`src/rtl/tiny16_pkg.sv`:
```
// Shared widths, opcode values, state and selector types, and helper
// functions for the 16-bit core. Assumes a fixed 16-bit instruction word.
package tiny16_pkg;
    localparam int XLEN = 16;
    localparam int NREG = 8;
    localparam int RIDX = $clog2(NREG);

    typedef logic [XLEN-1:0] word_t;
    typedef logic [2:0]      flags_t;   // {neg, zero, pos}

    localparam logic [3:0] OPC_BR   = 4'b0000;
    localparam logic [3:0] OPC_ADD  = 4'b0001;
    localparam logic [3:0] OPC_LD   = 4'b0010;
    localparam logic [3:0] OPC_AND  = 4'b0101;
    localparam logic [3:0] OPC_LDR  = 4'b0110;
    localparam logic [3:0] OPC_STR  = 4'b0111;
    localparam logic [3:0] OPC_NOT  = 4'b1001;
    localparam logic [3:0] OPC_RET  = 4'b1100;
    localparam logic [3:0] OPC_LEA  = 4'b1110;
    localparam logic [3:0] OPC_TRAP = 4'b1111;

    typedef enum logic [1:0] {ST_FETCH, ST_EXEC, ST_HALT} seq_state_t;
    typedef enum logic [1:0] {ALU_ADD, ALU_AND, ALU_INV} alu_fn_t;
    typedef enum logic [1:0] {AG_PC, AG_PCREL, AG_BASE, AG_VEC} ag_sel_t;

    // One-hot flag vector describing a written value.
    function automatic flags_t flags_of(input word_t v);
        flags_of = {v[XLEN-1], (v == '0), (~v[XLEN-1]) & (v != '0)};
    endfunction

    function automatic word_t sx9(input logic [8:0] f);
        sx9 = {{(XLEN-9){f[8]}}, f};
    endfunction

    function automatic word_t sx6(input logic [5:0] f);
        sx6 = {{(XLEN-6){f[5]}}, f};
    endfunction

    function automatic word_t sx5(input logic [4:0] f);
        sx5 = {{(XLEN-5){f[4]}}, f};
    endfunction
endpackage

```
`src/rtl/tiny16_regfile.sv`:
```
// General register file: NUM registers of W bits, two combinational read
// ports and one synchronous write port. Assumes synchronous active-low reset
// clears every register.
module tiny16_regfile #(
    parameter int NUM = 8,
    parameter int W   = 16,
    localparam int AW = $clog2(NUM)
) (
    input  logic          clk,
    input  logic          rst_n,
    input  logic          wr_en,
    input  logic [AW-1:0] wr_idx,
    input  logic [W-1:0]  wr_data,
    input  logic [AW-1:0] rd_idx_a,
    output logic [W-1:0]  rd_data_a,
    input  logic [AW-1:0] rd_idx_b,
    output logic [W-1:0]  rd_data_b
);
    logic [W-1:0] regs [NUM];

    // Clear on reset, otherwise write the addressed register.
    always_ff @(posedge clk) begin
        for (int i = 0; i < NUM; i++) begin
            if (!rst_n)
                regs[i] <= '0;
            else if (wr_en && (wr_idx == AW'(i)))
                regs[i] <= wr_data;
        end
    end

    // Read ports are purely combinational.
    always_comb begin
        rd_data_a = regs[rd_idx_a];
        rd_data_b = regs[rd_idx_b];
    end
endmodule

```
`src/rtl/tiny16_alu.sv`:
```
// Arithmetic/logic unit for add, AND and invert. Assumes operands are
// already selected (register or sign-extended immediate) by the caller.
module tiny16_alu
    import tiny16_pkg::*;
#(
    parameter int W = XLEN
) (
    input  alu_fn_t      fn,
    input  logic [W-1:0] op_a,
    input  logic [W-1:0] op_b,
    output logic [W-1:0] res
);
    // Pick the result for the requested function.
    always_comb begin
        unique case (fn)
            ALU_AND: res = op_a & op_b;
            ALU_INV: res = ~op_a;
            default: res = op_a + op_b;
        endcase
    end
endmodule

```
`src/rtl/tiny16_agu.sv`:
```
// Address generator: forms the fetch, PC-relative, base-plus-offset or
// trap-vector address and decodes the device window at the top of the space.
// Assumes offsets arrive already sign-extended and the PC already incremented.
module tiny16_agu #(
    parameter int           W        = 16,
    parameter logic [W-1:0] DEV_BASE = 16'hFE00
) (
    input  tiny16_pkg::ag_sel_t sel,
    input  logic [W-1:0]        pc,
    input  logic [W-1:0]        base,
    input  logic [W-1:0]        off_pc,
    input  logic [W-1:0]        off_base,
    input  logic [7:0]          vec,
    input  logic                req,
    output logic [W-1:0]        addr,
    output logic                dev_hit
);
    import tiny16_pkg::*;

    // Address mux with its adders.
    always_comb begin
        unique case (sel)
            AG_PCREL: addr = pc + off_pc;
            AG_BASE:  addr = base + off_base;
            AG_VEC:   addr = {{(W-8){1'b0}}, vec};
            default:  addr = pc;
        endcase
    end

    // Device window decode, only meaningful while a request is out.
    always_comb dev_hit = req && (addr >= DEV_BASE);
endmodule

```
`src/rtl/tiny16_core.sv`:
```
// Two-phase (fetch, execute) 16-bit core with eight registers and one-hot
// condition flags. Assumes a memory that returns read data in the same
// cycle as the request and samples writes on the rising clock edge.
module tiny16_core
    import tiny16_pkg::*;
#(
    parameter logic [XLEN-1:0] RESET_PC = 16'h3000,
    parameter logic [XLEN-1:0] DEV_BASE = 16'hFE00,
    parameter logic [7:0]      HALT_VEC = 8'h25
) (
    input  logic            clk,
    input  logic            rst_n,
    output logic            mem_req,
    output logic [XLEN-1:0] mem_addr,
    output logic [XLEN-1:0] mem_wdata,
    output logic            mem_we,
    input  logic [XLEN-1:0] mem_rdata,
    output logic            dev_sel,
    output logic            halted
);
    seq_state_t state;
    word_t      pc, ir;
    flags_t     flags;

    logic [3:0] opc;
    logic is_add, is_and, is_not, is_br, is_ld, is_ldr, is_str, is_lea, is_trap, is_ret;
    logic in_exec, in_fetch, stop_trap, trap_go, take_br, wb_en;

    logic [RIDX-1:0] rf_idx_a, rf_idx_b, rf_wr_idx;
    logic            rf_wr_en;
    word_t           rd_a, rd_b, rf_wr_data, alu_b, alu_res, ag_addr, wb_val;
    alu_fn_t         alu_fn;
    ag_sel_t         ag_sel;

    // Opcode decode of the held instruction.
    always_comb begin
        opc       = ir[15:12];
        is_add    = (opc == OPC_ADD);
        is_and    = (opc == OPC_AND);
        is_not    = (opc == OPC_NOT);
        is_br     = (opc == OPC_BR);
        is_ld     = (opc == OPC_LD);
        is_ldr    = (opc == OPC_LDR);
        is_str    = (opc == OPC_STR);
        is_lea    = (opc == OPC_LEA);
        is_trap   = (opc == OPC_TRAP);
        is_ret    = (opc == OPC_RET);
        in_exec   = (state == ST_EXEC);
        in_fetch  = (state == ST_FETCH);
        stop_trap = is_trap && (ir[7:0] == HALT_VEC);
        trap_go   = in_exec && is_trap && !stop_trap;
        take_br   = in_exec && is_br && |(ir[11:9] & flags);
        wb_en     = in_exec && (is_add || is_and || is_not || is_ld || is_ldr || is_lea);
    end

    // Register read selection and second ALU operand.
    always_comb begin
        rf_idx_a = is_ret ? RIDX'(NREG-1) : ir[8:6];
        rf_idx_b = is_str ? ir[11:9] : ir[2:0];
        alu_b    = ir[5] ? sx5(ir[4:0]) : rd_b;
        alu_fn   = is_and ? ALU_AND : (is_not ? ALU_INV : ALU_ADD);
    end

    // Address source per phase and instruction.
    always_comb begin
        if (!in_exec)                        ag_sel = AG_PC;
        else if (is_ld || is_lea || is_br)   ag_sel = AG_PCREL;
        else if (is_ldr || is_str)           ag_sel = AG_BASE;
        else if (is_trap)                    ag_sel = AG_VEC;
        else                                 ag_sel = AG_PC;
    end

    // Memory port drive.
    always_comb begin
        mem_req   = in_fetch || (in_exec && (is_ld || is_ldr || is_str || (is_trap && !stop_trap)));
        mem_addr  = ag_addr;
        mem_wdata = rd_b;
        mem_we    = in_exec && is_str && !dev_sel;
        halted    = (state == ST_HALT);
    end

    // Write-back value and register write port.
    always_comb begin
        if (is_ld || is_ldr) wb_val = mem_rdata;
        else if (is_lea)     wb_val = ag_addr;
        else                 wb_val = alu_res;
        rf_wr_en   = wb_en || trap_go;
        rf_wr_idx  = trap_go ? RIDX'(NREG-1) : ir[11:9];
        rf_wr_data = trap_go ? pc : wb_val;
    end

    tiny16_regfile #(.NUM(NREG), .W(XLEN)) u_rf (
        .clk(clk), .rst_n(rst_n),
        .wr_en(rf_wr_en), .wr_idx(rf_wr_idx), .wr_data(rf_wr_data),
        .rd_idx_a(rf_idx_a), .rd_data_a(rd_a),
        .rd_idx_b(rf_idx_b), .rd_data_b(rd_b)
    );

    tiny16_alu #(.W(XLEN)) u_alu (
        .fn(alu_fn), .op_a(rd_a), .op_b(alu_b), .res(alu_res)
    );

    tiny16_agu #(.W(XLEN), .DEV_BASE(DEV_BASE)) u_agu (
        .sel(ag_sel), .pc(pc), .base(rd_a),
        .off_pc(sx9(ir[8:0])), .off_base(sx6(ir[5:0])), .vec(ir[7:0]),
        .req(mem_req), .addr(ag_addr), .dev_hit(dev_sel)
    );

    // Sequencer: fetch latches the instruction and bumps the PC, execute
    // updates flags and redirects the PC.
    always_ff @(posedge clk) begin
        if (!rst_n) begin
            state <= ST_FETCH;
            pc    <= RESET_PC;
            ir    <= '0;
            flags <= 3'b010;
        end else begin
            unique case (state)
                ST_FETCH: begin
                    ir    <= mem_rdata;
                    pc    <= pc + 1'b1;
                    state <= ST_EXEC;
                end
                ST_EXEC: begin
                    if (wb_en)
                        flags <= flags_of(wb_val);
                    if (take_br)
                        pc <= ag_addr;
                    else if (trap_go)
                        pc <= mem_rdata;
                    else if (is_ret)
                        pc <= rd_a;
                    state <= (is_trap && stop_trap) ? ST_HALT : ST_FETCH;
                end
                default: state <= ST_HALT;
            endcase
        end
    end

    AST_FLAGS_ONEHOT: assert property (@(posedge clk) disable iff (!rst_n)
        $countones(flags) == 1);
    AST_STORE_KEEPS_FLAGS: assert property (@(posedge clk) disable iff (!rst_n)
        (in_exec && is_str) |=> $stable(flags));
    AST_TRAP_TARGET: assert property (@(posedge clk) disable iff (!rst_n)
        trap_go |=> (mem_req && mem_addr == $past(mem_rdata)));
    AST_DEVICE_STORE_BLOCKED: assert property (@(posedge clk) disable iff (!rst_n)
        (mem_req && mem_addr >= DEV_BASE) |-> (dev_sel && !mem_we));
    AST_HALT_STICKY: assert property (@(posedge clk) disable iff (!rst_n)
        halted |=> (halted && !mem_req));
    AST_TWO_PHASE: assert property (@(posedge clk) disable iff (!rst_n)
        in_fetch |=> in_exec);
endmodule

```
`config.mk`:
```
export PLATFORM = sky130hd
export DESIGN_NAME = tiny16_core
export DESIGN_NICKNAME = d
export VERILOG_FILES = /design/src/rtl/tiny16_pkg.sv /design/src/rtl/tiny16_regfile.sv /design/src/rtl/tiny16_alu.sv /design/src/rtl/tiny16_agu.sv /design/src/rtl/tiny16_core.sv
export SDC_FILE = /design/constraint.sdc
export NUM_CORES = 1
export LEC_CHECK = 0
export ABC_AREA = 0
export BUFFER_PORTS_ARGS = -buffer_cell sky130_fd_sc_hd__buf_2
export CORE_ASPECT_RATIO = 1.4
export CORE_UTILIZATION = 55
export DETAILED_ROUTE_END_ITERATION = 6
export HOLD_SLACK_MARGIN = 0.08
export PLACE_DENSITY = 0.77
export SKIP_CTS_REPAIR_TIMING = 1
export SLEW_MARGIN = 30
export SYNTH_ARGS = -nofsm -noshare
export SYNTH_HDL_FRONTEND = slang
export SYNTH_SLANG_ARGS = --single-unit
export TNS_END_PERCENT = 50
```
`constraint.sdc`:
```
create_clock -name clk -period 7.05 [get_ports clk]
set_input_delay 1.41 -clock clk [delete_from_list [all_inputs] [get_ports clk]]
set_output_delay 1.41 -clock clk [all_outputs]
set_load 0.005 [all_outputs]
```
==> results of run 1 <==
critical path, cell delays in order (launching register included):
cell                        delay [ns]
sky130_fd_sc_hd__dfxtp_1          0.56
sky130_fd_sc_hd__nand4bb_2        0.37
sky130_fd_sc_hd__buf_4            0.33
sky130_fd_sc_hd__nand2_1          0.11
sky130_fd_sc_hd__a221o_1          0.13
sky130_fd_sc_hd__o21ai_0          0.08
sky130_fd_sc_hd__buf_4            0.16
sky130_fd_sc_hd__ha_1             0.21
sky130_fd_sc_hd__fa_1             0.62
sky130_fd_sc_hd__a21oi_1          0.35
sky130_fd_sc_hd__o22ai_1          0.20
sky130_fd_sc_hd__a311o_1          0.36
sky130_fd_sc_hd__a21oi_1          0.21
sky130_fd_sc_hd__a21oi_1          0.12
sky130_fd_sc_hd__xor2_1           0.17
sky130_fd_sc_hd__a222oi_1         0.46
sky130_fd_sc_hd__a2111oi_1        0.12
sky130_fd_sc_hd__buf_4            0.17
sky130_fd_sc_hd__nor3_1           0.13
sky130_fd_sc_hd__buf_2            0.14
layer usage:
layer	up-vias	wire, um	track usage (%)
li1	5552	-	-
met4	6	5011	36.18
met3	306	5657	11.74
met2	991	24030	70.10
met5	-	36	0
met1	6216	17440	47.12
power by group:
part           internal (mW)  switching, mW
clock                  0.525          0.414
sequential              1.10         0.0715
combinational          0.610           1.13
worst max path at each step:
stage	start	endpoint	slack, ns
6_report	ir[15]	mem_we	0.18
5_1_grt	ir[15]	mem_we	0.01
4_1_cts	ir[15]	mem_we	0.35
3_5_place_dp	ir[14]	u_rf.regs[3][15]	0.56
3_3_place_gp	ir[14]	u_rf.regs[2][15]	0.66
2_1_floorplan	ir[12]	u_rf.regs[0][11]	1.61
final cells by class:
type	count	area, sq um
multi-input cells	1153	8023
flip-flops and latches	165	4587
well taps	306	382.9
fillers	1988	8877
inverters	30	112.6
diodes	1	2.502
repair buffers	112	720.7
clock inverters	14	152.6
clock buffers	18	429.2
sequential cells by signal, summed over array words and instances (netlist names):
name and count:
pc 16, ir 16, u_rf.regs 128, flags 3, state 2
cell usage in the layout, fill, tap and decap left out, types with 17 or more instances in the layout:
cell,n
sky130_fd_sc_hd__nor2_1,255
sky130_fd_sc_hd__edfxtp_1,128
sky130_fd_sc_hd__nand2_1,104
sky130_fd_sc_hd__a21oi_1,104
sky130_fd_sc_hd__o21ai_0,63
sky130_fd_sc_hd__buf_4,58
sky130_fd_sc_hd__buf_2,53
sky130_fd_sc_hd__ha_1,50
sky130_fd_sc_hd__nand3_1,38
sky130_fd_sc_hd__mux4_2,37
sky130_fd_sc_hd__dfxtp_1,35
sky130_fd_sc_hd__mux2i_1,34
sky130_fd_sc_hd__mux2_2,32
sky130_fd_sc_hd__nor3_1,29
sky130_fd_sc_hd__inv_1,27
sky130_fd_sc_hd__a211oi_1,24
sky130_fd_sc_hd__o211ai_1,21
sky130_fd_sc_hd__nand2b_1,19
sky130_fd_sc_hd__and3_1,19
sky130_fd_sc_hd__a21o_1,17
sky130_fd_sc_hd__xnor2_1,17
sky130_fd_sc_hd__clkbuf_16,17
kinds of logic (layout without fill, tap and decap cells):
kind of cell / count (synthesis) / count (layout) / share of synthesized area, %
AO/OA/AOI/OAI: 412 / 412 / 21.78
XOR/XNOR: 28 / 28 / 1.878
adder cells (fa/ha/maj): 53 / 53 / 5.252
buffers and inverters: 131 / 174 / 4.332
flip-flops: 165 / 165 / 35.12
multiplexers: 105 / 105 / 11.90
other: 0 / 1 / 0
AND/OR/NAND/NOR: 555 / 555 / 19.73
==> results.md, run 1 <==
* Die area at 0.02437 sq mm
* Hold path endpoint: flags[0]
* Post-DR vias/cell at 7.266
* Wire length of the first global-routing pass at 76630 um
* Crit path launch type: flip-flop
* Max-slew violation count at 0
* Chip Width at 132.2 um
* Post-synthesis cell type count at 95
* Worst hold slack across all endpoints at 0.5027 ns
* Critical path data required time at 5.64 ns
* Worst VDD drop at 0.2293 mV
* Worst flop-to-flop path startpoint: ir[14]
* Post-detailed-route DRC marker count at 1
* Leakage dissipation at 5.817 nW
* Core Rows at 66
* Design Power at 3.852 mW
* Placed cell area at 0.01382 sq mm
* Capturing point of the worst reg2reg path: u_rf.regs[6][15]
* Final Hold Vio Count at 0
* Initial antenna violation count at 4
* Cell at the root of the clock tree: sky130_fd_sc_hd__clkbuf_16
* Yosys warnings at 0
* Via count at 13070
* Max-cap viol count at 0
* Cell Count, Final, Fillers Out at 1799
* Count of port buffers added during placement at 53
* CP arrival at 5.46 ns
* Post-Place Cells at 1766
* Detailed-route wire length at 52170 um
* Post-synthesis to final-layout area growth at 10.38%
* Maximum operating frequency at 145.5 MHz
* Fraction of synthesized cell area taken by the top area cell type at 29.44%
* Number of buffers created by CTS at 17
* Core Box Area at 0.02329 sq mm
* Finish-stage setup viols at 0
* Synth Register Bits at 165
* CTS max path bufs at 2
* Critical path start-end classification: flip-flop to output pin
* Final layout net count at 1550
* Weighted congestion reported at the end of routability-driven placement at 1.028
* Worst min-delay path startpoint: flags[0]
* Cell count after synthesis at 1449
* Cells on worst reg2reg path at 17
* Post-synth top cells: sky130_fd_sc_hd__nor2_1 (255), sky130_fd_sc_hd__edfxtp_1 (128), sky130_fd_sc_hd__a21oi_1 (105), sky130_fd_sc_hd__nand2_1 (104), sky130_fd_sc_hd__o21ai_0 (70)
* Number of enable-type register cells in the synthesized netlist at 128
* Outcome: complete, but fails checks
* Slew at the pin with the worst max-slew slack at 1.033 ns
* Overflow left after global routing at 0
* Failing checks: design-rule violations
* Hold-critical path depth at 2
* Initial core utilization at 56.06%
* Post-synthesis instance area at 0.01306 sq mm
* Fraction of layout instances using a drive strength above 1 at 16.89%
* Most area-hungry cell type in the Yosys netlist: sky130_fd_sc_hd__edfxtp_1
* Number of search-and-repair iterations in the first detailed-routing pass at 7
* Post-Place Worst Slack at 0.5595 ns
* DR iter-0 viols at 1830
* Peak fanout along the critical path at 16
* H-Tree Level Count at 4
* Setup clock skew after layout at 0.01559 ns
* TritonCTS clock tree: done
* Die height at 184.3 um
* I/O pin count at 54
* Top cells by area in the synthesized netlist: sky130_fd_sc_hd__edfxtp_1 (29%), sky130_fd_sc_hd__nor2_1 (7.3%), sky130_fd_sc_hd__mux4_2 (6.4%)
* Post-CTS clock slew at the launch and capture registers of the worst setup and hold paths at 0.08 ns
* Utilization after layout at 61.88%
* Maximum number of pins on one net before global-route repair at 62
* Final critical-path setup slack at 0.1775 ns
* Vias in the first global route at 12360
* Insertion delay to the later sink of the worst-skew pair at 0.45 ns
* Estimated wirelength of the detail-placed design at 37000 um
* Total negative slack at 0 ns
* Remaining number of nets flagged by the antenna check after routing at 0
* GRT Resource Usage Total at 43.11%
* Max-slew headroom at the worst pin at 29.16%
* Element type at the critical path end: output pin
* Count leader, synth: sky130_fd_sc_hd__nor2_1
* Worst min path class: flip-flop to flip-flop
* Synthesized area per cell at 9.010 sq um
* Sequential-to-total area share from yosys stat at 35.12%
* Number of clock sinks seen by CTS at 165
* Pwr/cell area at 267.3 mW/mm^2
* Share of the clock period used by the worst path at 97.48%
* Share of synthesized flip-flops with an asynchronous set or reset at 0%
* Most common flop cell mapped by yosys: sky130_fd_sc_hd__edfxtp_1
* RSZ-0062 raised after global routing: false
* Time the worst path needs with I/O delays and setup at 6.873 ns
* Register-to-register setup slack at 0.37 ns
* Final non-filler cell area at 0.01441 sq mm
* Wire per inst at 29.00 um
* Total nets after synthesis at 1520
Note: power is estimated with default switching activity, not from simulation.
==> run 2, diff against run 1 <==
--- a/config.mk
+++ b/config.mk
@@ -12,6 +12,7 @@
 export DETAILED_ROUTE_END_ITERATION = 6
 export HOLD_SLACK_MARGIN = 0.08
 export PLACE_DENSITY = 0.77
+export SETUP_SLACK_MARGIN = 0.2
 export SKIP_CTS_REPAIR_TIMING = 1
 export SLEW_MARGIN = 30
 export SYNTH_ARGS = -nofsm -noshare
==> results.md, run 2 (synthesis gave the netlist of run 1 again) <==
* Post-DR vias/cell at 7.260 (about the same)
* Wire length on met3 at 5928 um (+4.8%)
* Setup clock skew after layout at 0.01395 ns (-0.001642 ns)
* Insertion delay to the later sink of the worst-skew pair at 0.45 ns (about the same)
* Via count at 13080 (+0.084%)
* Die height at 184.3 um (unchanged)
* GRT Resource Usage Total at 43.11% (unchanged)
* Post-CTS clock slew at the launch and capture registers of the worst setup and hold paths at 0.07 ns (about the same)
* Failing checks: design-rule violations
* Outcome: complete, but fails checks
* Weighted congestion reported at the end of routability-driven placement at 1.028 (unchanged)
* Leakage dissipation at 5.822 nW (about the same)
* H-Tree Level Count at 4 (unchanged)
* Metal2 WL at 24140 um (+0.46%)
* Max-slew headroom at the worst pin at 29.54% (+0.38 points)
* RSZ-0062 raised after global routing: true
* TritonCTS clock tree: done
* Initial antenna violation count at 4 (unchanged)
* DR iter-0 viols at 1831 (+0.055%)
* Capturing point of the worst reg2reg path: u_rf.regs[7][15]
* Total negative slack at 0 ns (unchanged)
* Core Box Area at 0.02329 sq mm (unchanged)
* Vias in the first global route at 12360 (unchanged)
* Post-synthesis to final-layout area growth at 10.65%
* Slew at the pin with the worst max-slew slack at 1.027 ns (-0.005594 ns)
* Critical path data required time at 5.64 ns (about the same)
* Placed cell area at 0.01382 sq mm (unchanged)
* Chip Width at 132.2 um (unchanged)
* Top layer reached by signal wires: met5
* Most common library cell in the layout ignoring fill and taps: sky130_fd_sc_hd__nor2_1
* I/O pin count at 54 (unchanged)
* Top cell family by delay on the critical path: compound AO/OA/AOI/OAI gates
* Maximum single-stage delay on the critical path at 0.63 ns (about the same)
* CP arrival at 5.38 ns (-0.08 ns)
* CTS max path bufs at 2 (unchanged)
* Overflow left after global routing at 0 (unchanged)
* Registers with the most flip-flops: u_rf.regs x128, ir x16, pc x16
* Time the worst path needs with I/O delays and setup at 6.787 ns (-0.08526 ns)
* Flip-flop count of the largest register, all copies and words added at 128 (unchanged)
* Element type at the critical path end: output pin
* Core Rows at 66 (unchanged)
* Most flop-heavy register: u_rf.regs
* Peak fanout along the critical path at 18 (+2)
* Pwr/cell area at 266.9 mW/mm^2 (-0.16%)
* Die area at 0.02437 sq mm (unchanged)
* Number of search-and-repair iterations in the first detailed-routing pass at 7 (unchanged)
* Final layout net count at 1551 (+0.065%)
* Hold-critical path depth at 2 (unchanged)
* Wire length of the first global-routing pass at 76630 um (unchanged)
* Cells on worst reg2reg path at 17 (unchanged)
* Fraction of layout instances using a drive strength above 1 at 17.15% (+0.26 points)
* Final non-filler cell area at 0.01445 sq mm (+0.24%)
* Number of clock sinks seen by CTS at 165 (unchanged)
* Post-Place Cells at 1766 (unchanged)
* Initial core utilization at 56.06% (unchanged)
* Filler cell count in the final layout at 1983 (-0.25%)
* Post-detailed-route DRC marker count at 5 (+4)
* Critical path start-end classification: flip-flop to output pin
* Number of buffers created by CTS at 17 (unchanged)
* Cell Count, Final, Fillers Out at 1802 (+0.17%)
* Worst min-delay path startpoint: flags[0]
* Finish-stage setup viols at 0 (unchanged)
* Maximum number of pins on one net before global-route repair at 62 (unchanged)
* Critical-path cell list: buf_4 > mux2i_1 > a221o_1 > o21ai_0 > buf_4 > ha_1 > fa_1 > a21oi_1 > o22ai_1 > a311o_1 > a21oi_1 > a21oi_1 > xor2_1 > a222oi_1 > buf_4 > a2111oi_1 > buf_4 > nor3_1 > buf_2
* Count of port buffers added during placement at 53 (unchanged)
* Buffers plus inverters on the worst setup path at 5 (+1)
* Cell with the most instances on the worst path: sky130_fd_sc_hd__buf_4
* Maximum operating frequency at 147.3 MHz (+1.3%)
* Crit path launch type: flip-flop
* Max-cap viol count at 0 (unchanged)
* Worst-path cell with the longest stage delay: sky130_fd_sc_hd__fa_1
* Worst flop-to-flop path startpoint: ir[14]
* Detailed-route wire length at 52180 um (about the same)
* Wire per inst at 28.96 um (-0.15%)
* Max-slew violation count at 0 (unchanged)
* Hold path endpoint: flags[0]
* Most used cells in the layout excluding fill and tap cells: sky130_fd_sc_hd__nor2_1 (254), sky130_fd_sc_hd__edfxtp_1 (128), sky130_fd_sc_hd__nand2_1 (104), sky130_fd_sc_hd__a21oi_1 (104), sky130_fd_sc_hd__o21ai_0 (63)
* Estimated wirelength of the detail-placed design at 37000 um (unchanged)
* Share of the clock period used by the worst path at 96.27% (-1.2 points)
* Cell at the root of the clock tree: sky130_fd_sc_hd__clkbuf_16
* Worst VDD drop at 0.2297 mV (+0.17%)
* Final Hold Vio Count at 0 (unchanged)
* Register-to-register setup slack at 0.45 ns (+0.08 ns)
* Design Power at 3.855 mW (about the same)
* Worst min path class: flip-flop to flip-flop
* Remaining number of nets flagged by the antenna check after routing at 0 (unchanged)
* Met1 routed wirelength after detailed routing at 17210 um (-1.3%)
[run 2: cell types whose count changed in the layout (fill, tap and decap cells not counted)]
cell                         before  now
sky130_fd_sc_hd__buf_6            0    1
sky130_fd_sc_hd__clkinvlp_4       3    4
sky130_fd_sc_hd__dfxtp_1         35   34
sky130_fd_sc_hd__dfxtp_2          2    3
sky130_fd_sc_hd__diode_2          1    3
sky130_fd_sc_hd__inv_1           27   26
sky130_fd_sc_hd__nand4bb_2        1    0
sky130_fd_sc_hd__nand4bb_4        0    1
sky130_fd_sc_hd__nor2_1         255  254
sky130_fd_sc_hd__nor2_2           2    3
[run 2: worst max path at each step]
| stage | startpoint | to | slack [ns] | cells after the start |
|---|---|---|---|---|
| 6_report | ir[8] | mem_we | 0.26 | 19 |
| 5_1_grt | ir[8] | mem_we | 0.15 | 19 |
| 4_1_cts | ir[15] | mem_we | 0.35 | 18 |
| 3_3_place_gp | ir[14] | u_rf.regs[2][15] | 0.66 | 17 |
| 3_5_place_dp | ir[14] | u_rf.regs[3][15] | 0.56 | 17 |
| 2_1_floorplan | ir[12] | u_rf.regs[0][11] | 1.61 | 19 |
[run 2: where the power goes]
group / switching [mW] / internal, mW / total, mW
Combinational: 1.13 / 0.612 / 1.74
Clock: 0.414 / 0.525 / 0.940
Sequential: 0.0720 / 1.10 / 1.17
Total: 1.62 / 2.24 / 3.86
[run 2: metal layers]
layer	global-route usage, %	vias up
met1	47.12	6186
li1	-	5567
met5	0	-
met4	36.18	4
met3	11.74	310
met2	70.10	1015
[run 2: worst reg2reg max path: stages, from the launching register on]
cell,delay [ns]
sky130_fd_sc_hd__dfxtp_1,0.53
sky130_fd_sc_hd__nand2_1,0.11
sky130_fd_sc_hd__or3_1,0.55
sky130_fd_sc_hd__mux2i_4,0.48
sky130_fd_sc_hd__buf_4,0.32
sky130_fd_sc_hd__mux4_2,0.52
sky130_fd_sc_hd__mux2_2,0.28
sky130_fd_sc_hd__mux2_2,0.26
sky130_fd_sc_hd__ha_1,0.29
sky130_fd_sc_hd__a211oi_1,0.41
sky130_fd_sc_hd__o211ai_1,0.27
sky130_fd_sc_hd__a2111oi_0,0.68
sky130_fd_sc_hd__o31ai_1,0.21
sky130_fd_sc_hd__mux2i_1,0.22
sky130_fd_sc_hd__a221oi_1,0.16
sky130_fd_sc_hd__a211oi_1,0.72
sky130_fd_sc_hd__nand2_1,0.13
sky130_fd_sc_hd__a21oi_1,0.26
[run 2: layout make-up]
| type | instances | area (sq um) | area share, % |
|---|---|---|---|
| multi-input combinational | 1153 | 8036 | 55.63 |
| sequential | 165 | 4588 | 31.76 |
| timing repair buffer | 113 | 732.0 | 5.067 |
| clock buffer | 18 | 429.2 | 2.971 |
| tap | 306 | 382.9 | 2.650 |
| clock inverter | 14 | 152.6 | 1.057 |
| inverter | 30 | 116.4 | 0.8055 |
| antenna | 3 | 7.507 | 0.05197 |
[run 2: metrics by stage]
stage | hold slack, ns | util [%] | worst slack, ns
detailed placement | 0.4921 | 59.35 | 0.5595
global placement | 0.4556 | 59.12 | 0.6631
global route | 0.5340 | 62.01 | 0.1514
finish | 0.5080 | 62.03 | 0.2627
floorplan | 0.4396 | - | 1.607
CTS | 0.5024 | 61.85 | 0.3545
